--- src/rtl/i2c_tgt_pkg.sv ---
// Package: shared types and constants for the I2C target controller.
// Assumes 8-bit bytes; the control and command bit positions below are the
// software-visible encodings.
package i2c_tgt_pkg;
    typedef enum logic [2:0] {
        ST_IDLE,
        ST_ADDR,
        ST_ADDR_LO,
        ST_DATA,
        ST_READ
    } tgt_state_t;

    localparam logic [1:0] SEL_ADDR = 2'd0;
    localparam logic [1:0] SEL_MASK = 2'd1;
    localparam logic [1:0] SEL_CTRL = 2'd2;
    localparam logic [1:0] SEL_CMD  = 2'd3;

    localparam int CTL_W     = 5;
    localparam int CTL_TEN   = 0;
    localparam int CTL_AHOLD = 1;
    localparam int CTL_DHOLD = 2;
    localparam int CTL_CIRQ  = 3;
    localparam int CTL_ACKV  = 4;

    localparam int CMD_REL    = 0;
    localparam int CMD_CLRIRQ = 1;
    localparam int CMD_CLROV  = 2;

    localparam logic [4:0] TEN_PREFIX = 5'b11110;
endpackage

--- src/rtl/i2c_tgt_sync.sv ---
// Module: i2c_tgt_sync
// Brings SCL and SDA into the clock domain through SYNC_STAGES flops and
// flags SCL edges and START/STOP conditions. Assumes the system clock runs at
// least 8x the SCL rate, so each bus phase spans several samples.
module i2c_tgt_sync #(
    parameter int SYNC_STAGES = 2
) (
    input  logic clk,
    input  logic rst_n,
    input  logic scl_i,
    input  logic sda_i,
    output logic sda_s,
    output logic scl_rise,
    output logic scl_fall,
    output logic start_det,
    output logic stop_det
);
    localparam int DEPTH = SYNC_STAGES + 1;

    logic [DEPTH-1:0] scl_p;
    logic [DEPTH-1:0] sda_p;
    logic             scl_s;
    logic             scl_prev;
    logic             sda_prev;

    // Shift both lines through the synchroniser chain plus one history stage.
    always_ff @(posedge clk) begin
        if (!rst_n) begin
            scl_p <= '1;
            sda_p <= '1;
        end else begin
            scl_p <= {scl_p[DEPTH-2:0], scl_i};
            sda_p <= {sda_p[DEPTH-2:0], sda_i};
        end
    end

    assign scl_s    = scl_p[SYNC_STAGES-1];
    assign scl_prev = scl_p[SYNC_STAGES];
    assign sda_s    = sda_p[SYNC_STAGES-1];
    assign sda_prev = sda_p[SYNC_STAGES];

    // Edge and bus condition pulses from the current and previous samples.
    always_comb begin
        scl_rise  = scl_s & ~scl_prev;
        scl_fall  = ~scl_s & scl_prev;
        start_det = scl_s & scl_prev & sda_prev & ~sda_s;
        stop_det  = scl_s & scl_prev & ~sda_prev & sda_s;
    end
endmodule

--- src/rtl/i2c_tgt_shift.sv ---
// Module: i2c_tgt_shift
// Counts SCL edges within a byte, shifts in SDA on each rising edge and marks
// the 8th falling edge (byte complete) and the 9th falling edge (end of the
// acknowledge slot). Assumes a START or STOP restarts the count.
module i2c_tgt_shift #(
    parameter int BYTE_W = 8
) (
    input  logic              clk,
    input  logic              rst_n,
    input  logic              start_det,
    input  logic              stop_det,
    input  logic              scl_rise,
    input  logic              scl_fall,
    input  logic              sda_s,
    output logic [BYTE_W-1:0] rx_byte,
    output logic              byte_done,
    output logic              slot_done
);
    localparam int                CNT_W = $clog2(BYTE_W + 2);
    localparam logic [CNT_W-1:0]  LAST  = CNT_W'(BYTE_W);
    localparam logic [CNT_W-1:0]  SLOT  = CNT_W'(BYTE_W + 1);

    logic [CNT_W-1:0]  cnt;
    logic [BYTE_W-1:0] sh;

    // Bit counter and shift register for one byte plus its ACK slot.
    always_ff @(posedge clk) begin
        if (!rst_n) begin
            cnt <= '0;
            sh  <= '0;
        end else if (start_det || stop_det) begin
            cnt <= '0;
        end else if (scl_rise && (cnt < LAST)) begin
            sh  <= {sh[BYTE_W-2:0], sda_s};
            cnt <= cnt + 1'b1;
        end else if (scl_fall && (cnt == LAST)) begin
            cnt <= SLOT;
        end else if (scl_fall && (cnt == SLOT)) begin
            cnt <= '0;
        end
    end

    assign rx_byte   = sh;
    assign byte_done = scl_fall && (cnt == LAST);
    assign slot_done = scl_fall && (cnt == SLOT);
endmodule

--- src/rtl/i2c_tgt_match.sv ---
// Module: i2c_tgt_match
// Combinational address comparator. A mask bit of 0 makes the matching
// address bit a don't-care. Assumes 8-bit bytes for the 10-bit prefix layout.
module i2c_tgt_match
    import i2c_tgt_pkg::*;
#(
    parameter int BYTE_W = 8
) (
    input  logic [BYTE_W-1:0] byte_i,
    input  logic [BYTE_W-1:0] addr_i,
    input  logic [BYTE_W-1:0] mask_i,
    output logic              hit7,
    output logic              hit10_hi,
    output logic              hit10_lo,
    output logic              rw
);
    logic [BYTE_W-2:0] hi_pat;
    logic [BYTE_W-2:0] hi_msk;

    // Form the expected 10-bit high-byte pattern and its mask.
    always_comb begin
        hi_pat = {TEN_PREFIX, addr_i[2:1]};
        hi_msk = {5'b11111, mask_i[2:1]};
    end

    // Evaluate the three compares; bit 0 is R/W except for the low byte.
    always_comb begin
        hit7     = ((byte_i[BYTE_W-1:1] ^ addr_i[BYTE_W-1:1]) & mask_i[BYTE_W-1:1]) == '0;
        hit10_hi = ((byte_i[BYTE_W-1:1] ^ hi_pat) & hi_msk) == '0;
        hit10_lo = ((byte_i ^ addr_i) & mask_i) == '0;
        rw       = byte_i[0];
    end
endmodule

--- src/rtl/i2c_tgt_ctrl.sv ---
// Module: i2c_tgt_ctrl (top)
// I2C target controller: address phase sequencing, acknowledge generation,
// clock stretching for hold mode and 10-bit address updates, and the
// software register port. Assumes the bus lines are open drain: the *_oe
// outputs pull the line low when high.
module i2c_tgt_ctrl
    import i2c_tgt_pkg::*;
#(
    parameter int BYTE_W      = 8,
    parameter int SYNC_STAGES = 2
) (
    input  logic              clk,
    input  logic              rst_n,
    input  logic              scl_i,
    input  logic              sda_i,
    output logic              scl_oe,
    output logic              sda_oe,
    input  logic              reg_we,
    input  logic [1:0]        reg_sel,
    input  logic [BYTE_W-1:0] reg_wdata,
    input  logic              buf_rd,
    output logic [BYTE_W-1:0] rx_data,
    output logic              buf_full,
    output logic              overflow,
    output logic              upd_addr,
    output logic              ack_time,
    output logic              addressed,
    output logic              rd_req,
    output logic              irq
);
    logic              sda_s, scl_rise, scl_fall, start_det, stop_det;
    logic [BYTE_W-1:0] rx_byte;
    logic              byte_done, slot_done;
    logic              hit7, hit10_hi, hit10_lo, rw;

    tgt_state_t        state, nxt;
    logic [BYTE_W-1:0] addr_q, mask_q, buf_q;
    logic [CTL_W-1:0]  ctrl_q;
    logic              ack_drv, hold_wait, rel_pend, ua_pend, ten_ok;
    logic              acc, set_ua, lo_stage, set_ten, clr_ten, is_addr;
    logic              hold_en, full;

    i2c_tgt_sync #(.SYNC_STAGES(SYNC_STAGES)) u_sync (
        .clk(clk), .rst_n(rst_n), .scl_i(scl_i), .sda_i(sda_i),
        .sda_s(sda_s), .scl_rise(scl_rise), .scl_fall(scl_fall),
        .start_det(start_det), .stop_det(stop_det)
    );

    i2c_tgt_shift #(.BYTE_W(BYTE_W)) u_shift (
        .clk(clk), .rst_n(rst_n), .start_det(start_det), .stop_det(stop_det),
        .scl_rise(scl_rise), .scl_fall(scl_fall), .sda_s(sda_s),
        .rx_byte(rx_byte), .byte_done(byte_done), .slot_done(slot_done)
    );

    i2c_tgt_match #(.BYTE_W(BYTE_W)) u_match (
        .byte_i(rx_byte), .addr_i(addr_q), .mask_i(mask_q),
        .hit7(hit7), .hit10_hi(hit10_hi), .hit10_lo(hit10_lo), .rw(rw)
    );

    // Decide the outcome of a completed byte for the current phase.
    always_comb begin
        acc      = 1'b0;
        nxt      = ST_IDLE;
        set_ua   = 1'b0;
        lo_stage = 1'b0;
        set_ten  = 1'b0;
        clr_ten  = 1'b0;
        is_addr  = 1'b1;
        case (state)
            ST_ADDR: begin
                if (ctrl_q[CTL_TEN]) begin
                    if (hit10_hi && !rw) begin
                        acc     = 1'b1;
                        nxt     = ST_ADDR_LO;
                        set_ua  = 1'b1;
                        clr_ten = 1'b1;
                    end else if (hit10_hi && rw && ten_ok) begin
                        acc = 1'b1;
                        nxt = ST_READ;
                    end
                end else if (hit7) begin
                    acc = 1'b1;
                    nxt = rw ? ST_READ : ST_DATA;
                end
            end
            ST_ADDR_LO: begin
                lo_stage = 1'b1;
                set_ua   = 1'b1;
                if (hit10_lo) begin
                    acc     = 1'b1;
                    nxt     = ST_DATA;
                    set_ten = 1'b1;
                end
            end
            ST_DATA: begin
                acc     = 1'b1;
                nxt     = ST_DATA;
                is_addr = 1'b0;
            end
            default: nxt = state;
        endcase
        hold_en = is_addr ? ctrl_q[CTL_AHOLD] : ctrl_q[CTL_DHOLD];
        full    = buf_full || overflow;
    end

    // Register port, bus events, acknowledge and stretch control.
    always_ff @(posedge clk) begin
        if (!rst_n) begin
            state     <= ST_IDLE;
            addr_q    <= '0;
            mask_q    <= '1;
            ctrl_q    <= '0;
            buf_q     <= '0;
            buf_full  <= 1'b0;
            overflow  <= 1'b0;
            irq       <= 1'b0;
            upd_addr  <= 1'b0;
            ack_time  <= 1'b0;
            ack_drv   <= 1'b0;
            hold_wait <= 1'b0;
            rel_pend  <= 1'b0;
            ua_pend   <= 1'b0;
            ten_ok    <= 1'b0;
        end else begin
            if (reg_we) begin
                case (reg_sel)
                    SEL_ADDR: addr_q <= reg_wdata;
                    SEL_MASK: mask_q <= reg_wdata;
                    SEL_CTRL: ctrl_q <= reg_wdata[CTL_W-1:0];
                    default: begin
                        if (reg_wdata[CMD_CLRIRQ]) irq      <= 1'b0;
                        if (reg_wdata[CMD_CLROV])  overflow <= 1'b0;
                        if (reg_wdata[CMD_REL] && hold_wait && !rel_pend) begin
                            ack_drv  <= ~ctrl_q[CTL_ACKV];
                            rel_pend <= 1'b1;
                        end
                    end
                endcase
            end
            if (buf_rd) buf_full <= 1'b0;
            if (rel_pend) begin
                hold_wait <= 1'b0;
                rel_pend  <= 1'b0;
            end
            if (start_det || stop_det) begin
                state     <= start_det ? ST_ADDR : ST_IDLE;
                if (stop_det) ten_ok <= 1'b0;
                ua_pend   <= 1'b0;
                ack_drv   <= 1'b0;
                hold_wait <= 1'b0;
                rel_pend  <= 1'b0;
                ack_time  <= 1'b0;
                if (ctrl_q[CTL_CIRQ]) irq <= 1'b1;
            end else begin
                if (byte_done) begin
                    if (set_ua && (lo_stage || !full)) ua_pend <= 1'b1;
                    if (lo_stage) irq <= 1'b1;
                    if (clr_ten) ten_ok <= 1'b0;
                    if (acc && full) begin
                        overflow <= 1'b1;
                        state    <= ST_IDLE;
                    end else begin
                        state <= nxt;
                        if (set_ten) ten_ok <= 1'b1;
                        if (acc) begin
                            buf_q    <= rx_byte;
                            buf_full <= 1'b1;
                            irq      <= 1'b1;
                            if (hold_en) begin
                                hold_wait <= 1'b1;
                                ack_time  <= 1'b1;
                            end else begin
                                ack_drv <= 1'b1;
                            end
                        end
                    end
                end
                if (slot_done) begin
                    ack_drv  <= 1'b0;
                    ack_time <= 1'b0;
                    if (ua_pend) begin
                        upd_addr <= 1'b1;
                        ua_pend  <= 1'b0;
                    end
                end
            end
            if (reg_we && (reg_sel == SEL_ADDR)) upd_addr <= 1'b0;
        end
    end

    assign scl_oe    = hold_wait | upd_addr;
    assign sda_oe    = ack_drv;
    assign rx_data   = buf_q;
    assign addressed = (state == ST_DATA) || (state == ST_READ);
    assign rd_req    = (state == ST_READ);
endmodule

--- config.mk ---
export PLATFORM = sky130hd
export DESIGN_NAME = i2c_tgt_ctrl
export DESIGN_NICKNAME = d
export VERILOG_FILES = /design/src/rtl/i2c_tgt_pkg.sv /design/src/rtl/i2c_tgt_sync.sv /design/src/rtl/i2c_tgt_shift.sv /design/src/rtl/i2c_tgt_match.sv /design/src/rtl/i2c_tgt_ctrl.sv
export SDC_FILE = /design/constraint.sdc
export NUM_CORES = 1
export LEC_CHECK = 0
export ABC_CLOCK_PERIOD_IN_PS = 2600
export BUFFER_PORTS_ARGS = -buffer_cell sky130_fd_sc_hd__buf_4
export CAP_MARGIN = 10
export CORE_UTILIZATION = 40
export DETAILED_ROUTE_END_ITERATION = 12
export GPL_TIMING_DRIVEN = 0
export HOLD_SLACK_MARGIN = 0.08
export SYNTH_ARGS = -nofsm -noshare
export SYNTH_HDL_FRONTEND = slang
export SYNTH_SLANG_ARGS = --single-unit
--- constraint.sdc ---
create_clock -name clk -period 2.6 [get_ports clk]
set_input_delay 0.39 -clock clk [delete_from_list [all_inputs] [get_ports clk]]
set_output_delay 0.39 -clock clk [all_outputs]
set_load 0.05 [all_outputs]
Yosys cells after proc, flatten, opt, wreduce, memory -nomap -nowiden:

Index checks and enable logic that the tools add are counted.

* register bits after elaboration: 60
* latch bits: 0
* memory bits (writable): 0
* ROM bits: 0
* input port bits: 16
* output and inout bits: 17
* word-level logic and storage cells: 162
* memories: 0

* add/sub/neg operators: 1
* $mul: 0
* div/mod/pow operators: 0
* $lt $le $gt $ge: 1
* eq/ne operators: 9
* shifts and indexed selects: 0
* mux-type cells: 70
* bitwise logic cells: 23
* reduce and logical (&&, ||, !) cells: 39

Operator list (count)
* $mux W1: 55
* $mux W3: 8
* $and A7 B7 Y7: 2
* $logic_not A7 Y1: 2
* $xor A7 B7 Y7: 2
* $mux W4: 3
* $reduce_and A2 Y1: 6
* $logic_and A1 B1 Y1: 11
* $not A1 Y1: 9
* $pmux W3 S3: 1
* $and A8 B8 Y8: 1
* $eq A4 B4 Y1 const B: 2
* $logic_not A8 Y1: 1
* $reduce_and A4 Y1: 2
* $xor A8 B8 Y8: 1
* $and A1 B1 Y1: 7
* $reduce_or A7 Y1: 1
* $eq A3 B2 Y1 const B: 2
* $reduce_or A3 Y1: 2
* $reduce_bool A5 Y1: 1
* $add A4 B1 Y4 const B: 1
* $logic_or A1 B1 Y1: 4
* $lt A4 B4 Y1 const B: 1
* $reduce_or A2 Y1: 2
* other kinds (14): 16

Longest topological paths before layout:

Gate-level depths: netlist of run 1.

* depth in word-level cells: 13
* gate-level depth with buffers: 9
* gate-level depth less buffers: 7

Modules after synthesis:

From an unflattened synthesis of run 1, not the netlist that was laid out.

* cells, all modules: 312
* area, all modules: 2790.2 µm²

By module, submodules not included
* i2c_tgt_ctrl: instances 1, cells each 210, area each 1865.5 µm²
* i2c_tgt_shift: instances 1, cells each 68, area each 590.6 µm²
* i2c_tgt_sync: instances 1, cells each 16, area each 190.2 µm²
* i2c_tgt_match: instances 1, cells each 18, area each 143.9 µm²

Least setup slack after synthesis of run 1:

No wires, ideal clock.

* kind: reg2out
* start point: reg state[0]
* end point: out addressed
* arrival time: 1.450 ns
* data required time: 2.210 ns
* slack: 0.760 ns
* stages on the path, launching flop included: 5
* path buffers: 1
* cell sequence: dfxtp_1 > buf_6 > nor2_1 > and2_1 > nand2b_1

* word-level cells in the longest chain between the ends: 2
* elaborated cells on any way between the ends: 3
* those cells by class: 2 x eq/ne; 1 x reduce/logical

RTL lines
* from (decl): line i2c_tgt_ctrl.sv:36 `tgt_state_t state, nxt;`
* from (signal assigned): line i2c_tgt_ctrl.sv:146 `state <= start_det ? ST_ADDR : ST_IDLE;`
* from (signal assigned): line i2c_tgt_ctrl.sv:163 `state <= nxt;`
* $eq A3 B3 Y1
* net rd_req: line i2c_tgt_ctrl.sv:28 `output logic rd_req,`
* $logic_or A1 B1 Y1: line i2c_tgt_ctrl.sv:194 `assign addressed = (state == ST_DATA) || (state == ST_READ);`
* to (decl): line i2c_tgt_ctrl.sv:27 `output logic addressed,`

The timed path passes the listed nets, and every way through them passes these cells.

Final worst setup path of run 1:

* start point: reg u_shift.sh[2], in the netlist u_shift.rx_byte[2]
* end point: reg state[0]

* word-level cells in the longest chain between the ends: 13
* elaborated cells on any way between the ends: 29
* those cells by class: 14 x mux; 6 x bitwise; 9 x reduce/logical

RTL lines
* from (decl): line i2c_tgt_shift.sv:24 `logic [BYTE_W-1:0] sh;`
* from (signal assigned): line i2c_tgt_shift.sv:34 `sh <= {sh[BYTE_W-2:0], sda_s};`
* $xor A7 B7 Y7: line i2c_tgt_match.sv:29 `hit10_hi = ((byte_i[BYTE_W-1:1] ^ hi_pat) & hi_msk) == '0;`
* $and A7 B7 Y7: line i2c_tgt_match.sv:29
* $logic_not A7 Y1: line i2c_tgt_match.sv:29
* $logic_and A1 B1 Y1 (2 in a row): line i2c_tgt_ctrl.sv:77 `end else if (hit10_hi && rw && ten_ok) begin`
* $mux W1: line i2c_tgt_ctrl.sv:77
* $mux W1: line i2c_tgt_ctrl.sv:72 `if (hit10_hi && !rw) begin`
* $mux W1: line i2c_tgt_ctrl.sv:71 `if (ctrl_q[CTL_TEN]) begin`
* $pmux W1 S3: line i2c_tgt_ctrl.sv:69 `case (state)`
* $logic_and A1 B1 Y1: line i2c_tgt_ctrl.sv:159 `if (acc && full) begin`
* $mux W3: line i2c_tgt_ctrl.sv:159
* $mux W3: line i2c_tgt_ctrl.sv:155 `if (byte_done) begin`
* $mux W3: line i2c_tgt_ctrl.sv:145 `if (start_det || stop_det) begin`

Several ways; a longest one is shown, not always the timed one. The select of a mux whose other input is x is not followed.
A chain may end at the register's enable or synchronous reset.

==> results of run 1 <==
## per-layer routing
layer	global-route usage, %	part of all wire, %	up-vias
li1	-	-	1179
met1	26.85	48	1061
met2	30.92	44	71
met3	4.326	6.7	8
met4	7.053	1.2	0
met5	0	0	-
## cell type report
| cell class | count | area, µm² | area share, % |
|---|---|---|---|
| Timing Repair Buffer | 32 | 240.2 | 7.427 |
| Clock buffer | 15 | 166.4 | 5.145 |
| Sequential cell | 60 | 1201 | 37.14 |
| Inverter | 5 | 18.77 | 0.5803 |
| Multi-Input combinational cell | 235 | 1400 | 43.29 |
| Buffer | 15 | 81.33 | 2.515 |
| Clock inverter | 1 | 30.03 | 0.9284 |
| Tap cell | 77 | 96.34 | 2.979 |
## kinds of logic after synthesis
kind of cell             after synthesis  share of synthesized area, %
multiplexers                          14                         5.187
XOR/XNOR                               9                         2.918
buffers and inverters                 20                         3.706
flip-flops                            60                         44.46
AO/OA/AOI/OAI                         58                         14.22
adder cells (fa/ha/maj)                3                         1.390
AND/OR/NAND/NOR                      151                         28.11
## power breakdown
group | switching (W) | internal (W) | leakage (nW) | total (W)
registers | 0.0000130 | 0.000940 | 0.487 | 0.000953
logic | 0.0000905 | 0.0000704 | 0.736 | 0.000161
clock network | 0.000347 | 0.000498 | 0.0979 | 0.000844
## Yosys cell counts (2+ instances only)
| cell | count | share of area [%] |
|---|---|---|
| or4b_1 | 2 | 0.74 |
| nand2b_1 | 12 | 2.8 |
| a22oi_1 | 4 | 1.1 |
| xor2_1 | 8 | 2.6 |
| buf_6 | 2 | 0.83 |
| nand3_1 | 21 | 3.9 |
| buf_2 | 2 | 0.37 |
| nand4b_1 | 2 | 0.65 |
| nor2_1 | 15 | 2.1 |
| nor4_1 | 2 | 0.46 |
| nand4_1 | 4 | 0.93 |
| o21a_1 | 2 | 0.56 |
| dfxtp_1 | 60 | 44 |
| nor2b_1 | 15 | 3.5 |
| o21ai_0 | 14 | 2.6 |
| or2_2 | 3 | 0.69 |
| and2_1 | 2 | 0.46 |
| ha_1 | 3 | 1.4 |
| a31oi_1 | 3 | 0.69 |
| a21oi_1 | 10 | 1.9 |
| o22ai_1 | 2 | 0.46 |
| nor3b_1 | 3 | 0.83 |
| mux2i_1 | 14 | 5.2 |
| a21boi_0 | 9 | 2.5 |
| and3_1 | 2 | 0.46 |
| clkbuf_1 | 8 | 1.1 |
| o21ai_1 | 3 | 0.56 |
| nand2_1 | 61 | 8.5 |
| inv_1 | 5 | 0.69 |
## worst reg2reg max path: stages (launching register included)
cell,delay (ns)
dfxtp_1,0.42
xor2_1,0.12
a222oi_1,0.53
nand4_1,0.23
a2111oi_2,0.45
o21ai_1,0.14
a22oi_1,0.16
## placed cells by master (no fill, tap or decap), types with 4 or more instances in the layout
cell      instances
a21boi_0          9
mux2i_1          14
buf_4            33
nand4_1           4
clkbuf_8         11
xor2_1            8
nand2_1          61
inv_1             5
a21oi_1          10
a22oi_1           4
nand2b_1         12
nor2_1           15
o21ai_0          14
nor2b_1          15
nand3_1          21
clkbuf_1         12
dfxtp_1          60
## registers in the layout, summed over array words and instances, names as in the netlist, 4 cells and up
register and flops:
u_shift.rx_byte 8, addr_q 8, rx_data 8, u_shift.cnt 4, mask_q 8, ctrl_q 5
## final timing paths
kind / end / slack, ns / cells past startpoint
max: state[0] / 0.49 / 6
min: u_sync.scl_p[0] / 0.24 / 2
max reg2reg: state[0] / 0.49 / 6
min reg2reg: u_sync.scl_p[1] / 0.40 / 1
## through the flow
step | cell area, µm² | std cells | utilization, % | setup WS, ns | total power (W)
finish | 3234 | 440 | 50.36 | 0.4877 | 0.001958
global route | 3234 | 440 | 50.36 | 0.3332 | 0.002035
CTS | 3234 | 440 | 50.36 | 0.5246 | 0.001972
detailed placement | 3038 | 424 | 47.30 | 0.5553 | 0.001134
global placement | 3038 | 424 | 47.30 | 0.5522 | 0.001132
floorplan | 2701 | 315 | - | 0.7600 | 0.001077
==> flow_metrics.tcl, run 1 <==
set metrics [dict create \
    status "finished with violations" \
    violations "design-rule violations" \
    tightestPinTransition_ns 0.7043 \
    rsz0062_at_grt "false" \
    vias 2319 \
    grt_antenna_before_repair 0 \
    drive_gt1_share_pct 15.98 \
    power_leakage_nw 1.321 \
    gp_congestion 0.8258 \
    max_slew_margin_pct 52.73 \
    rows 29 \
    r2r_start "u_shift.rx_byte[2]" \
    wl_mm 6.552 \
    yosys_warnings 0 \
    power_density_nw_per_um2 605.3 \
    grt_first_pass_wirelength_mm 10.76 \
    ctsHoldBuffers 0 \
    synthFlopType "dfxtp_1" \
    crit_chain "xor2_1 -> a222oi_1 -> nand4_1 -> a2111oi_2 -> o21ai_1 -> a22oi_1" \
    endpoint_kind "register" \
    critPathLaunchType "register" \
    overflow 0 \
    numCtsBuffers 9 \
    crit_required_ns 2.85 \
    fin_worst_skew_ns 0.003709 \
    synth-async-reset-ratio_pct 0 \
    synth_area_um2 2701 \
    max_cap_viol_count 0 \
    clk_pin_slew_ns 0.06 \
    htree_levels 3 \
    nets 377 \
    cts_resized 0 \
    core_area_um2 6422 \
    critical_path_class "register to register" \
    slew_violations 0 \
    hp-start "scl_i" \
    drt_iter0_drc 159 \
    die_area_um2 7086 \
    clockBufferDepth 2 \
    via_per_inst 5.270 \
    worstPathMaxFanout 4 \
    post_cts_buffers 0 \
    clk_latency_ns 0.33 \
    synth_nets 334 \
    die_width_um 84.18 \
    cp_num_buf_inv 0 \
    die_h_um 84.18 \
    cpMaxStageDelayCell "a222oi_1" \
    syn_avg_cell_area_um2 8.576 \
    grt_pass1_vias 2120 \
    diodes 0 \
    cp.arrival_ns 2.37 \
    synth-edff-count 0 \
    grt_max_degree 11 \
    setup_viol 0 \
    peakVddDrop_mv 0.3233 \
    syn-instance-count 315 \
    hold_viol 0 \
    tns_ns 0 \
    synth-seq-area-share_pct 44.47 \
    dp_hpwl_mm 4.788 \
    holdWs_ns 0.2398 \
    path_delay_family "compound AO/OA/AOI/OAI gates" \
    hold_class "primary input to register" \
    grt_use_total_pct 19.75 \
    first_pass_iters 9 \
    portBuffers 32 \
    initial_core_util_pct 42.06 \
    max_stage_delay_ns 0.53 \
    fillers 640 \
    synth_cell_types 51 \
    drc 9 \
    syn_to_final_growth_pct 19.73 \
    clkSinkCount 60 \
    cts_tree "yes" \
    ys_ff_latch 60 \
    period_needed_ns 2.112 \
    pin_count 33 \
    cp-startpoint "u_shift.rx_byte[2]" \
    timing.final.crit_share_pct 81.24 \
    fmax_ghz 0.4734 \
    routedWlPerCell_um 14.89 \
    ant_nets 0 \
    root_buffer "clkbuf_8" \
]
Note: power is estimated with default switching activity, not from simulation.
==> inputs of run 2 (changes only) <==
--- a/config.mk
+++ b/config.mk
@@ -5,7 +5,7 @@
 export SDC_FILE = /design/constraint.sdc
 export NUM_CORES = 1
 export LEC_CHECK = 0
-export ABC_CLOCK_PERIOD_IN_PS = 2600
+export ABC_CLOCK_PERIOD_IN_PS = 1700
 export BUFFER_PORTS_ARGS = -buffer_cell sky130_fd_sc_hd__buf_4
 export CAP_MARGIN = 10
 export CORE_UTILIZATION = 40
==> constraint.sdc (replaced) <==
create_clock -name clk -period 1.7 [get_ports clk]
set_input_delay 0.255 -clock clk [delete_from_list [all_inputs] [get_ports clk]]
set_output_delay 0.255 -clock clk [all_outputs]
set_load 0.05 [all_outputs]
==> flow_metrics.tcl, run 2 (synthesis results as in run 1) <==
set metrics [dict create \
    status "finished with violations" \
    violations "design-rule violations, negative setup slack" \
    vias 2359 \
    fillers 609 \
    die_h_um 84.18 \
    grt_pass1_vias 2166 \
    routedWlPerCell_um 15.25 \
    hold_class "primary input to register" \
    power_frac_comb_pct 8.3 \
    period_needed_ns 1.916 \
    hold_viol 0 \
    endpoint_kind "register" \
    final_cell_mix "nand2_1, dfxtp_1, buf_4, nand3_1" \
    rows 29 \
    portBuffers 32 \
    fin_worst_skew_ns 0.01215 \
    rsz0062_at_grt "true" \
    placedCellCount 424 \
    die_width_um 84.18 \
    cp.arrival_ns 2.19 \
    power_density_nw_per_um2 968.2 \
    crit_required_ns 1.98 \
    grt_max_degree 12 \
    nets 386 \
    max_stage_delay_ns 0.41 \
    grt_antenna_before_repair 0 \
    ant_nets 0 \
    initial_core_util_pct 42.06 \
    seq_power_share_pct 43.0 \
    dp_hpwl_mm 4.739 \
    cpMaxStageDelayCell "or3_4" \
    fin_cells 449 \
    drt_iter0_drc 132 \
    syn_to_final_growth_pct 29.37 \
    max_cap_viol_count 0 \
    path_delay_family "simple AND/OR/NAND/NOR gates" \
    power_leakage_nw 1.431 \
    pwr-share-clk_pct 48.7 \
    wl_mm 6.847 \
    diodes 0 \
    drc 8 \
    cts_tree "yes" \
    clk_pin_slew_ns 0.07 \
    first_pass_iters 9 \
    peakVddDrop_mv 0.4661 \
    cell_internal_pwr_w 0.002621 \
    tightestPinTransition_ns 0.8292 \
    htree_levels 3 \
    via_per_inst 5.254 \
    root_buffer "clkbuf_8" \
    place_area_um2 3040 \
    gp_congestion 0.8467 \
    critPathLaunchType "register" \
    core_area_um2 6422 \
    cp_num_buf_inv 1 \
    pin_count 33 \
    p_sw_share_pct 22.53 \
    timing.final.crit_share_pct 112.7 \
    clockBufferDepth 2 \
    slew_violations 0 \
    clk_latency_ns 0.34 \
    final_area_um2 3495 \
    grt_first_pass_wirelength_mm 10.98 \
    drive_gt1_share_pct 23.12 \
    p_sw_w 0.0007623 \
    die_area_um2 7086 \
    numCtsBuffers 9 \
    grt_use_total_pct 20.52 \
    clkSinkCount 60 \
    worstPathMaxFanout 3 \
    critical_path_class "register to register" \
    fmax_ghz 0.5218 \
    setup_viol 17 \
    max_slew_margin_pct 44.35 \
    overflow 0 \
    final_common_cell "nand2_1" \
    crit_chain "xor2_1 -> a222oi_1 -> buf_4 -> nand4_1 -> or3_4 -> o22ai_2 -> and2_1" \
    worst_slack_ns -0.2165 \
]
==> run 2: worst paths after layout <==
kind / startpoint / end / slack, ns / cells after the start
hold reg to reg: u_sync.sda_p[0] / u_sync.sda_p[1] / 0.41 / 1
setup / recovery: addr_q[2] / ten_ok / -0.22 / 7
hold / removal: sda_i / u_sync.sda_p[0] / 0.1 / 2
setup reg to reg: addr_q[2] / ten_ok / -0.22 / 7
==> run 2: stage by stage <==
step	util, %	hold WS, ns	total power [W]	TNS [ns]	setup slack (ns)
global placement	47.34	0.3908	0.001731	-5.205	-0.3434
floorplan	-	0.3504	0.001647	-0.01573	-0.01299
global route	54.41	0.09301	0.003512	-4.737	-0.3508
CTS	53.24	0.08452	0.003400	-2.832	-0.1989
finish	54.41	0.09671	0.003384	-3.117	-0.2165
detailed placement	47.34	0.3924	0.001733	-5.379	-0.3556
==> run 2: layer usage <==
layer | part of all wire, % | vias to the layer above | track usage [%] | wire length, µm
li1 | - | 1204 | - | -
met1 | 49 | 1065 | 28.59 | 3355
met2 | 43 | 79 | 30.25 | 2971
met3 | 6.2 | 11 | 5.310 | 425
met4 | 1.4 | 0 | 8.307 | 95
met5 | 0 | - | 0 | 0
==> run 2: timing repair <==
item                                    CTS  global route
endpoints found under the setup margin   19            20
hold buffers                              0             1
pin swaps                                 3             4
endpoints found under the hold margin     0             1
buffers inserted                          4             3
gates cloned                              1             0
gates resized for setup                  26            11
==> run 2: power by group through the flow <==
stage	clock network, W	registers, W	logic [W]
6_report	0.00165	0.00145	0.000282
5_1_grt	0.00175	0.00146	0.000308
4_1_cts	0.00167	0.00146	0.000272
3_5_place_dp	0	0.00149	0.000246
3_3_place_gp	0	0.00149	0.000244
2_1_floorplan	0	0.00148	0.000163
==> run 2: final cells by class <==
class / instances / area (µm²) / share of cell area [%]
Clock inverter: 5 / 107.6 / 3.079
Timing Repair Buffer: 41 / 317.8 / 9.094
Multi-Input combinational cell: 235 / 1500 / 42.93
Inverter: 5 / 18.77 / 0.5371
Tap cell: 77 / 96.34 / 2.757
Clock buffer: 11 / 151.4 / 4.332
Sequential cell: 60 / 1209 / 34.59
Buffer: 15 / 93.84 / 2.685
==> inputs of run 3 (changes only) <==
--- a/config.mk
+++ b/config.mk
@@ -5,10 +5,12 @@
 export SDC_FILE = /design/constraint.sdc
 export NUM_CORES = 1
 export LEC_CHECK = 0
+export ABC_AREA = 1
 export ABC_CLOCK_PERIOD_IN_PS = 1700
 export BUFFER_PORTS_ARGS = -buffer_cell sky130_fd_sc_hd__buf_4
 export CAP_MARGIN = 10
 export CORE_UTILIZATION = 40
+export CTS_BUF_LIST = sky130_fd_sc_hd__clkbuf_4
 export DETAILED_ROUTE_END_ITERATION = 12
 export GPL_TIMING_DRIVEN = 0
 export HOLD_SLACK_MARGIN = 0.08
==> flow_metrics.tcl, run 3 <==
set metrics [dict create \
    pwr-share-clk_pct 38.4 \
    diodes 0 \
    met1_length_mm 3.338 \
    peakVddDrop_mv 0.5856 \
    critPathLaunchType "register" \
    portBuffers 32 \
    htree_levels 3 \
    drive_gt1_share_pct 22.58 \
    reg2reg_depth 12 \
    drc 0 \
    period_needed_ns 1.726 \
    ys_top_cells_by_area "dfxtp_1, nand2_1, nor2_1" \
    fillers 641 \
    root_buffer "clkbuf_4" \
    overflow 0 \
    yosysMostFrequentCell "nand2_1" \
    core_area_um2 6386 \
    r2r-end "rx_data[2]" \
    crit_path_end "rx_data[2]" \
    dp_slack_ns -0.1188 \
    multiInputGateArea_um2 1289 \
    tightestPinTransition_ns 0.6882 \
    gp_congestion 0.8752 \
    violations "negative setup slack" \
    grt_antenna_before_repair 0 \
    synth-edff-count 0 \
    cp.arrival_ns 2.03 \
    synth-seq-area-share_pct 45.26 \
    final_area_um2 3381 \
    cp-startpoint "u_shift.rx_byte[4]" \
    pin_count 33 \
    grt_first_pass_wirelength_mm 11.04 \
    drt_iter0_drc 218 \
    worstPathMaxFanout 10 \
    synth_cell_types 29 \
    fmax_ghz 0.5792 \
    routed.top_layer "met4" \
    numCtsBuffers 9 \
    synthFlopType "dfxtp_1" \
    holdWs_ns 0.09604 \
    first_pass_iters 5 \
    final_cell_mix "nand2_1, dfxtp_1, inv_1, nor2_1, buf_4" \
    cell_internal_pwr_w 0.002191 \
    power_frac_comb_pct 11.5 \
    fin_worst_skew_ns 0.01917 \
    regToRegSetupSlack_ns -0.03 \
    seq_power_share_pct 50.1 \
    cts_tree "yes" \
    p_sw_w 0.0007608 \
    grt_max_degree 11 \
    r2r_start "u_shift.rx_byte[4]" \
    slew_violations 0 \
    synth-async-reset-ratio_pct 0 \
    nets 448 \
    syn_avg_cell_area_um2 7.134 \
    yosys-top-cells-count "nand2_1, dfxtp_1, nor2_1" \
    endpoint_kind "register" \
    power_density_nw_per_um2 873.2 \
    final_common_cell "nand2_1" \
    die_area_um2 6964 \
    timing.final.crit_share_pct 101.6 \
    hold_viol 0 \
    initial_core_util_pct 41.56 \
    routed-wl-met2_mm 2.748 \
    place_area_um2 3002 \
    rsz0062_at_grt "true" \
    yosysTopAreaCellShare_pct 45.26 \
    ant_nets 0 \
    yosys_warnings 0 \
    clockBufferDepth 2 \
    wl_met3_um 279 \
    die_width_um 83.45 \
    finalPower_w 0.002952 \
    cpMaxStageDelayCell "dfxtp_4" \
    worst_slack_ns -0.02646 \
    die_h_um 83.45 \
    power_leakage_nw 1.533 \
    crit_chain "or2_1 -> nand3_2 -> nand2_2 -> nor2_4 -> nand3_2 -> nand2_2 -> nand2_2 -> nand2_4 -> nand3_4 -> buf_8 -> o21ai_1 -> nor2_1" \
    via_per_inst 4.906 \
    crit_required_ns 2.01 \
    p_sw_share_pct 25.77 \
    status "finished with violations" \
    synth_area_um2 2654 \
    seq_area_um2 1217 \
    max_slew_margin_pct 53.76 \
    clk_pin_slew_ns 0.11 \
    wl_mm 6.539 \
    rows 29 \
    syn_to_final_growth_pct 27.39 \
    clkSinkCount 60 \
    hold_class "primary input to register" \
    vias 2507 \
    cpMostUsedCell "nand2_2" \
    grt_pass1_vias 2319 \
    max_stage_delay_ns 0.37 \
    syn-instance-count 372 \
    synth_nets 391 \
    max_cap_viol_count 0 \
    yosys.area.top_type "dfxtp_1" \
    setup_viol 8 \
    worstHoldPathCells 3 \
    clk_latency_ns 0.42 \
    routedWlPerCell_um 12.80 \
    fin_util_pct 52.94 \
    dp_hpwl_mm 4.714 \
    critical_path_class "register to register" \
    ys_ff_latch 60 \
    grt_use_total_pct 20.38 \
]
## run 3: power groups by stage
stage	logic [W]	clock network [W]	registers, W
2_1_floorplan	0.000186	0	0.00150
6_report	0.000339	0.00113	0.00148
3_3_place_gp	0.000269	0	0.00151
3_5_place_dp	0.000272	0	0.00151
4_1_cts	0.000304	0.00115	0.00148
5_1_grt	0.000383	0.00121	0.00149
## run 3: kinds of logic (layout without fill, tap and decap cells)
kind of cell | Yosys count | count (layout) | share of synthesized area, %
flip-flops | 60 | 60 | 45.26
buffers and inverters | 60 | 122 | 8.816
AO/OA/AOI/OAI | 80 | 80 | 15.84
adder cells (fa/ha/maj) | 3 | 3 | 1.415
AND/OR/NAND/NOR | 169 | 169 | 28.67
## run 3: worst max-delay path: cells and delay by family (launching register included)
kind | cells | cell delay [ns]
and+or+nand+nor | 10 | 0.96
DFF | 1 | 0.37
buffers and inverters | 1 | 0.16
AOI/OAI and AO/OA | 1 | 0.11
## run 3: layout make-up
cell class | count | area share [%]
Timing Repair Buffer | 46 | 11.25
Clock buffer | 10 | 2.221
Multi-Input combinational cell | 252 | 38.12
Buffer | 9 | 1.406
Sequential cell | 60 | 36.01
Tap cell | 77 | 2.850
Inverter | 51 | 5.811
Clock inverter | 6 | 2.332
## run 3: worst min path at each step
| stage | from | endpoint | slack [ns] |
|---|---|---|---|
| 4_1_cts | reg_wdata[4] | mask_q[4] | 0.09 |
| 5_1_grt | reg_wdata[4] | mask_q[4] | 0.10 |
| 3_3_place_gp | u_sync.scl_p[0] | u_sync.scl_p[1] | 0.39 |
| 6_report | reg_wdata[4] | mask_q[4] | 0.1 |
| 3_5_place_dp | u_sync.scl_p[0] | u_sync.scl_p[1] | 0.40 |
| 2_1_floorplan | scl_i | u_sync.scl_p[0] | 0.36 |
## run 3: routing by layer
metal  track usage (%)  vias to the layer above
met5                 0                        -
met4             10.63                        0
met3             3.858                       13
met2             30.92                       54
met1             27.57                     1121
li1                  -                     1319
## run 3: per-stage QoR
stage                     std cells  setup TNS (ns)
after detailed placement        481          -1.095
after global placement          481         -0.9755
after floorplan                 372               0
after global routing            511          -1.584
final                           511         -0.1202
after CTS                       509         -0.1146
## run 3: what timing repair did
action	in CTS	in global routing
buffers inserted	3	2
hold buffers	9	0
pin swaps	1	2
resized for setup	9	25
endpoints found under the setup margin	19	22
endpoints found under the hold margin	10	0
